`config.mk`:
```
export PLATFORM = sky130hd
export DESIGN_NAME = refl_period_seed
export DESIGN_NICKNAME = d
export VERILOG_FILES = /design/src/rtl/refl_pkg.sv /design/src/rtl/refl_codeword.sv /design/src/rtl/refl_rotor.sv /design/src/rtl/refl_ctrl.sv /design/src/rtl/refl_result.sv /design/src/rtl/refl_period_seed.sv
export SDC_FILE = /design/constraint.sdc
export NUM_CORES = 1
export LEC_CHECK = 0
export ABC_AREA = 1
export BUFFER_PORTS_ARGS = -buffer_cell sky130_fd_sc_hd__buf_2
export CAP_MARGIN = 10
export CORE_UTILIZATION = 47
export DETAILED_ROUTE_END_ITERATION = 10
export GPL_TIMING_DRIVEN = 0
export PLACE_DENSITY = 0.65
export SLEW_MARGIN = 15
export SYNTH_ARGS = -nofsm -noshare
export SYNTH_HDL_FRONTEND = slang
export SYNTH_HIERARCHICAL = 1
export SYNTH_SLANG_ARGS = --single-unit
```
`constraint.sdc`:
```
create_clock -name clk_i -period 2.75 [get_ports clk_i]
set_input_delay 0.825 -clock clk_i [delete_from_list [all_inputs] [get_ports clk_i]]
set_output_delay 0.825 -clock clk_i [all_outputs]
set_load 0.1 [all_outputs]
```
`src/rtl/refl_pkg.sv`:
```
package refl_pkg;

    // Controller states of the period and seed search
    typedef enum logic [1:0] {
        ST_IDLE = 2'd0,
        ST_SPIN = 2'd1,
        ST_HOLD = 2'd2
    } seq_state_e;

endpackage

```
`src/rtl/refl_codeword.sv`:
```
// Forms the self-complementing codeword {x, ~x}.
module refl_codeword #(
    parameter int K = 6,
    localparam int W = 2 * K
) (
    input  logic [K-1:0] value_i,
    output logic [W-1:0] code_o
);

    for (genvar g = 0; g < K; g++) begin : g_half
        assign code_o[K + g] = value_i[g];
        assign code_o[g]     = ~value_i[g];
    end

endmodule

```
`src/rtl/refl_rotor.sv`:
```
// Holds the captured codeword, the rotating copy and the running minimum.
module refl_rotor #(
    parameter int W = 12
) (
    input  logic         clk_i,
    input  logic         rst_ni,
    input  logic         load_i,
    input  logic         step_i,
    input  logic [W-1:0] code_i,
    output logic [W-1:0] orig_o,
    output logic [W-1:0] min_o,
    output logic         match_o
);

    logic [W-1:0] orig_q;
    logic [W-1:0] rot_q;
    logic [W-1:0] min_q;
    logic [W-1:0] rot_nxt;

    // one-position left rotation of the working word
    assign rot_nxt = {rot_q[W-2:0], rot_q[W-1]};
    assign match_o = (rot_nxt == orig_q);
    assign orig_o  = orig_q;
    assign min_o   = min_q;

    always_ff @(posedge clk_i or negedge rst_ni) begin
        if (!rst_ni) begin
            orig_q <= '0;
            rot_q  <= '0;
            min_q  <= '0;
        end else if (load_i) begin
            orig_q <= code_i;
            rot_q  <= code_i;
            min_q  <= code_i;
        end else if (step_i) begin
            rot_q <= rot_nxt;
            if (rot_nxt < min_q) begin
                min_q <= rot_nxt;
            end
        end
    end

endmodule

```
`src/rtl/refl_ctrl.sv`:
```
// Three-state sequencer: IDLE -> SPIN -> HOLD -> SPIN ...
module refl_ctrl
    import refl_pkg::*;
#(
    parameter int W = 12,
    localparam int PW = $clog2(W + 1)
) (
    input  logic          clk_i,
    input  logic          rst_ni,
    input  logic          start_i,
    input  logic          match_i,
    output logic          load_o,
    output logic          step_o,
    output logic          finish_o,
    output logic          busy_o,
    output logic          done_o,
    output logic [PW-1:0] steps_o
);

    seq_state_e state_q;
    seq_state_e state_d;
    logic [PW-1:0] cnt_q;
    logic          at_limit;

    assign at_limit = (cnt_q == PW'(W - 1));
    assign steps_o  = cnt_q + PW'(1);

    // state register
    always_ff @(posedge clk_i or negedge rst_ni) begin
        if (!rst_ni) begin
            state_q <= ST_IDLE;
        end else begin
            state_q <= state_d;
        end
    end

    // next state
    always_comb begin
        state_d = state_q;
        unique case (state_q)
            ST_IDLE: if (start_i) state_d = ST_SPIN;
            ST_SPIN: if (match_i || at_limit) state_d = ST_HOLD;
            ST_HOLD: if (start_i) state_d = ST_SPIN;
            default: state_d = ST_IDLE;
        endcase
    end

    // outputs
    always_comb begin
        load_o   = 1'b0;
        step_o   = 1'b0;
        finish_o = 1'b0;
        busy_o   = 1'b0;
        done_o   = 1'b0;
        unique case (state_q)
            ST_IDLE: load_o = start_i;
            ST_SPIN: begin
                busy_o   = 1'b1;
                step_o   = 1'b1;
                finish_o = match_i || at_limit;
            end
            ST_HOLD: begin
                done_o = 1'b1;
                load_o = start_i;
            end
            default: ;
        endcase
    end

    // rotation counter
    always_ff @(posedge clk_i or negedge rst_ni) begin
        if (!rst_ni) begin
            cnt_q <= '0;
        end else if (load_o) begin
            cnt_q <= '0;
        end else if (step_o) begin
            cnt_q <= steps_o;
        end
    end

endmodule

```
`src/rtl/refl_result.sv`:
```
// Captures period, seed and seed flag when a search finishes.
module refl_result #(
    parameter int W = 12,
    localparam int PW = $clog2(W + 1)
) (
    input  logic          clk_i,
    input  logic          rst_ni,
    input  logic          finish_i,
    input  logic [PW-1:0] steps_i,
    input  logic [W-1:0]  min_i,
    input  logic [W-1:0]  orig_i,
    output logic [PW-1:0] period_o,
    output logic [W-1:0]  seed_o,
    output logic          is_seed_o
);

    always_ff @(posedge clk_i or negedge rst_ni) begin
        if (!rst_ni) begin
            period_o  <= '0;
            seed_o    <= '0;
            is_seed_o <= 1'b0;
        end else if (finish_i) begin
            period_o  <= steps_i;
            seed_o    <= min_i;
            is_seed_o <= (min_i == orig_i);
        end
    end

endmodule

```
`src/rtl/refl_period_seed.sv`:
```
module refl_period_seed #(
    parameter int K = 6,
    localparam int W = 2 * K,
    localparam int PW = $clog2(W + 1)
) (
    input  logic          clk_i,
    input  logic          rst_ni,
    input  logic          start_i,
    input  logic [K-1:0]  word_i,
    output logic          busy_o,
    output logic          done_o,
    output logic [PW-1:0] period_o,
    output logic [W-1:0]  seed_o,
    output logic          is_seed_o
);

    logic [W-1:0]  code_w;
    logic [W-1:0]  orig_w;
    logic [W-1:0]  min_w;
    logic [PW-1:0] steps_w;
    logic          match_w;
    logic          load_w;
    logic          step_w;
    logic          finish_w;

    refl_codeword #(.K(K)) u_code (
        .value_i (word_i),
        .code_o  (code_w)
    );

    refl_ctrl #(.W(W)) u_ctrl (
        .clk_i    (clk_i),
        .rst_ni   (rst_ni),
        .start_i  (start_i),
        .match_i  (match_w),
        .load_o   (load_w),
        .step_o   (step_w),
        .finish_o (finish_w),
        .busy_o   (busy_o),
        .done_o   (done_o),
        .steps_o  (steps_w)
    );

    refl_rotor #(.W(W)) u_rotor (
        .clk_i   (clk_i),
        .rst_ni  (rst_ni),
        .load_i  (load_w),
        .step_i  (step_w),
        .code_i  (code_w),
        .orig_o  (orig_w),
        .min_o   (min_w),
        .match_o (match_w)
    );

    refl_result #(.W(W)) u_result (
        .clk_i     (clk_i),
        .rst_ni    (rst_ni),
        .finish_i  (finish_w),
        .steps_i   (steps_w),
        .min_i     (min_w),
        .orig_i    (orig_w),
        .period_o  (period_o),
        .seed_o    (seed_o),
        .is_seed_o (is_seed_o)
    );

endmodule

```
Word-level counts from Yosys, hierarchy flattened
Index checks and enable logic that the tools add are counted.

Bits in registers: 59. Output and inout bits: 19. Logic and storage cells: 44.

Add/sub/neg operators: 1. Order comparisons: 1. Equal/unequal tests: 7. Muxes and demuxes: 14. Bitwise logic cells: 6. Reduce and logical (&&, ||, !) cells: 7.

Operator list (count): $mux W12 (5); $eq A12 B12 Y1 (2); $lt A12 B12 Y1 (1); $mux W4 (2); $not A1 Y1 (6); $add A4 B1 Y4 const B (1); $eq A4 B4 Y1 const B (1); $mux W1 (4); $mux W2 (2); $ne A2 B1 Y1 const B (2); $pmux W2 S2 (1); $reduce_and A2 Y1 (2); $reduce_bool A2 Y1 (2); $eq A2 B1 Y1 const B (1); $eq A2 B2 Y1 const B (1); $logic_not A2 Y1 (1); $reduce_or A2 Y1 (1); $logic_or A1 B1 Y1 (1).

Logic depth before layout (Yosys ltp)
Word-level depth: 5. Depth in mapped cells: 16. Gate-level depth less buffers: 16.

Cells and area by module
The synthesis kept the hierarchy.

Modules (own cells, without submodules): refl_rotor (times used 1, cells an instance 253, area each 1931.9 um^2, seq. area each 900.9 um^2); refl_result (times used 1, cells an instance 122, area each 844.6 um^2, seq. area each 425.4 um^2); refl_ctrl (times used 1, cells an instance 44, area each 330.3 um^2, seq. area each 150.1 um^2); refl_codeword (times used 1, cells an instance 12, area each 67.6 um^2, seq. area each 0.0 um^2).

Worst setup path before layout
OpenSTA, ideal clock, no wires.

Kind: reg-to-output. From: register u_ctrl.state_q[0]. To: output done_o. Data arrival time: 1.670 ns. Setup slack: 0.255 ns. Stages on the path, launching flop included: 2. Cells stage by stage: dfrtp_1 nor2_1.

Word-level cells in the longest chain between the ends: 2.

Ends and longest elaborated chain: start: declaration (line refl_ctrl.sv:20) `seq_state_e state_q;`; start signal: assignment (line refl_ctrl.sv:33) `state_q <= state_d;`; $eq A2 B2 Y1 (line refl_ctrl.sv:55) `unique case (state_q)`; $mux W1 (line refl_ctrl.sv:55); end: declaration (line refl_period_seed.sv:11) `output logic done_o,`.

No other way between the ends.

Worst setup path in the final report
From: register u_ctrl.state_q[1]. To: output busy_o.

Word-level cells in the longest chain between the ends: 2.

Ends and longest elaborated chain: $eq A2 B1 Y1 (line refl_ctrl.sv:55); $mux W1 (line refl_ctrl.sv:55); end: declaration (line refl_period_seed.sv:10) `output logic busy_o,`.

No other way between the ends.

==> results.toml <==
[run_status]
status = "finished, violations left"
violations = "DRC"

[routing]
drt_iter0_drc = 139
wl_per_cell_um = 13.1
via_count = 2680
drc_errors = 4
drt-total-wl_um = 7220
via_per_inst = 4.86
ant_nets = 0
first_pass_iters = 7

[floorplan]
io_pins = 28
dieArea_sq_mm = 0.00709
core_area_sq_mm = 0.00642
start_util_pct = 49.4
dieWidth_um = 84.2
die_h_um = 84.2
std_cell_rows = 29

[global_routing]
grt.total_usage_pct = 22.5
overflow = 0
grt_pass1_vias = 2602
grt_start_max_net_pins = 60
antenna_found_initial = 0
grt_pass1_wl_um = 12200

[setup_path]
r2r_slack_ps = 500
worstPathCellList = "inv_1 -> nand2_1 -> inv_1 -> buf_2"
end_kind = "output port"
start_kind = "flip-flop"
cp.required_ps = 1930
cp_max_fo = 7
cp_common_cell = "inv_1"
slowest_stage = "buf_2"
slowest_delay_ps = 470
crit_type = "reg -> out"
worstPathArrival_ps = 1470

[synth]
ys_warn_count = 6
syn_nets = 452
synth_area_sq_mm = 0.00317
yosys.cell_types.count = 24
yosysSeqAreaShare_pct = 46.5
syn_avg_cell_area_sq_um = 7.36
ys_ff_latch = 59
synth_cells = 431

[clocking]
cts_sinks = 59
path_clk_slew_ps = 70
post_cts_buffers = 0
htreeDepth = 3
cts_buffers = 9
clk_latency_ps = 330
cts.hold.buffers_added = 0
cts_tree = "yes"
cts-root-buf = "clkbuf_8"
clock_path_buffers = 2
cts_resized = 0

[timing]
setup_viol = 0
fmax_ghz = 0.435
slew_headroom_pct = 49.9
finalHoldViolCount = 0
finalCriticalPeriod_ps = 2300
setup_tns_ps = 0
fin_crit_sh_pct = 83.6
finalWorstSetupSlack_ps = 452
slew_violations = 0
rsz0062_at_grt = "false"
tightest_slew_ps = 752
skew_ps = 5.49

[placed_design]
place_congestion = 0.837
port_buffers = 27
hpwl_um = 5240
dp_slack_ps = 516

[finish]
final_nets = 490
n_antenna_cell = 0
syn2layout_area_growth_pct = 13.4
drive_gt1_share_pct = 12.7

[hold_path]
hold_class = "reg -> reg"

[run]
drv_cap = 0
critical path, delay by kind of cell (launching register included):
family,cells,cell delay (ps)
buffers and inverters,3,710
flip-flops,1,360
AND/OR/NAND/NOR,1,80
final cells by class:
class                   instances  area (sq um)
fillers                       632          2820
inverters                      74           278
clock buffers                  10           138
multi-input cells             280          1310
plain buffers                  18           109
well taps                      77          96.3
flip-flops and latches         59          1480
clock inverters                 6          55.1
repair buffers                 27           138
stage by stage:
step	hold WS (ps)	util (%)	cells	instance area, sq um
4_1_cts	471	56.1	551	3600
3_5_place_dp	454	53.1	535	3410
6_report	465	56.1	551	3600
2_1_floorplan	489	-	431	3170
3_3_place_gp	450	53.0	535	3410
5_1_grt	491	56.1	551	3600
state kept, by name, summed over array words and instances, names as in the netlist:
signal,cells
u_rotor/min_o,12
u_rotor/orig_o,12
u_result/is_seed_o,1
u_rotor/rot_q,12
u_ctrl/state_q,2
u_ctrl/cnt_q,4
u_result/seed_o,12
u_result/period_o,4
path summary, 6_finish.rpt:
path                                          start                  end  cells past startpoint
worst max-delay path              u_ctrl/state_q[1]               busy_o                      4
worst min-delay path            u_result/seed_o[10]  u_result/seed_o[10]                      2
worst max register to register   u_rotor/orig_o[11]   u_result/is_seed_o                     15
worst min register to register  u_result/seed_o[10]  u_result/seed_o[10]                      2
max in group asynchronous                    rst_ni   u_result/seed_o[9]                      1
min in group asynchronous                    rst_ni   u_result/seed_o[2]                      1
metal layers:
metal  wire, um  global-route usage (%)
met5          0                       0
met3        284                    4.33
met2       3230                    33.7
met1       3530                    30.9
met4        178                    12.5
Yosys cell counts:
library cell / number / area share [%]
inv_1: 72 / 8.5
dfrtp_1: 59 / 47
buf_4: 8 / 1.9
nor2_2: 1 / 0.20
nand3_1: 16 / 2.5
o21ai_0: 32 / 5.0
nor2_1: 18 / 2.1
inv_2: 1 / 0.12
clkinv_1: 1 / 0.12
ha_1: 12 / 4.7
xor2_2: 1 / 0.51
buf_6: 1 / 0.35
or2_1: 1 / 0.20
nand4_1: 4 / 0.79
xnor2_1: 3 / 0.83
o21ai_1: 11 / 1.7
clkbuf_1: 6 / 0.71
buf_2: 3 / 0.47
and2_1: 1 / 0.20
nand2_1: 168 / 20
nor3_1: 3 / 0.47
xor2_1: 5 / 1.4
nand2_2: 2 / 0.39
a21oi_1: 2 / 0.32
cell usage in the layout (no fill, tap or decap), types with 9 or more instances in the layout:
cell type	instances
clkbuf_8	10
dfrtp_1	59
nor2_1	18
inv_1	72
ha_1	12
buf_2	29
o21ai_0	32
nand3_1	16
nand2_1	168
buf_4	9
o21ai_1	11
kinds of logic after synthesis:
family	synth area share, %
compound gates	7.09
xor+xnor	2.72
fa+ha+maj	4.73
buf+inv	12.2
flops	46.5
simple gates	26.8
Power is left out: the tool's default activity adds up to more than one toggle a clock period on the data nets, which glitch-free logic cannot reach.
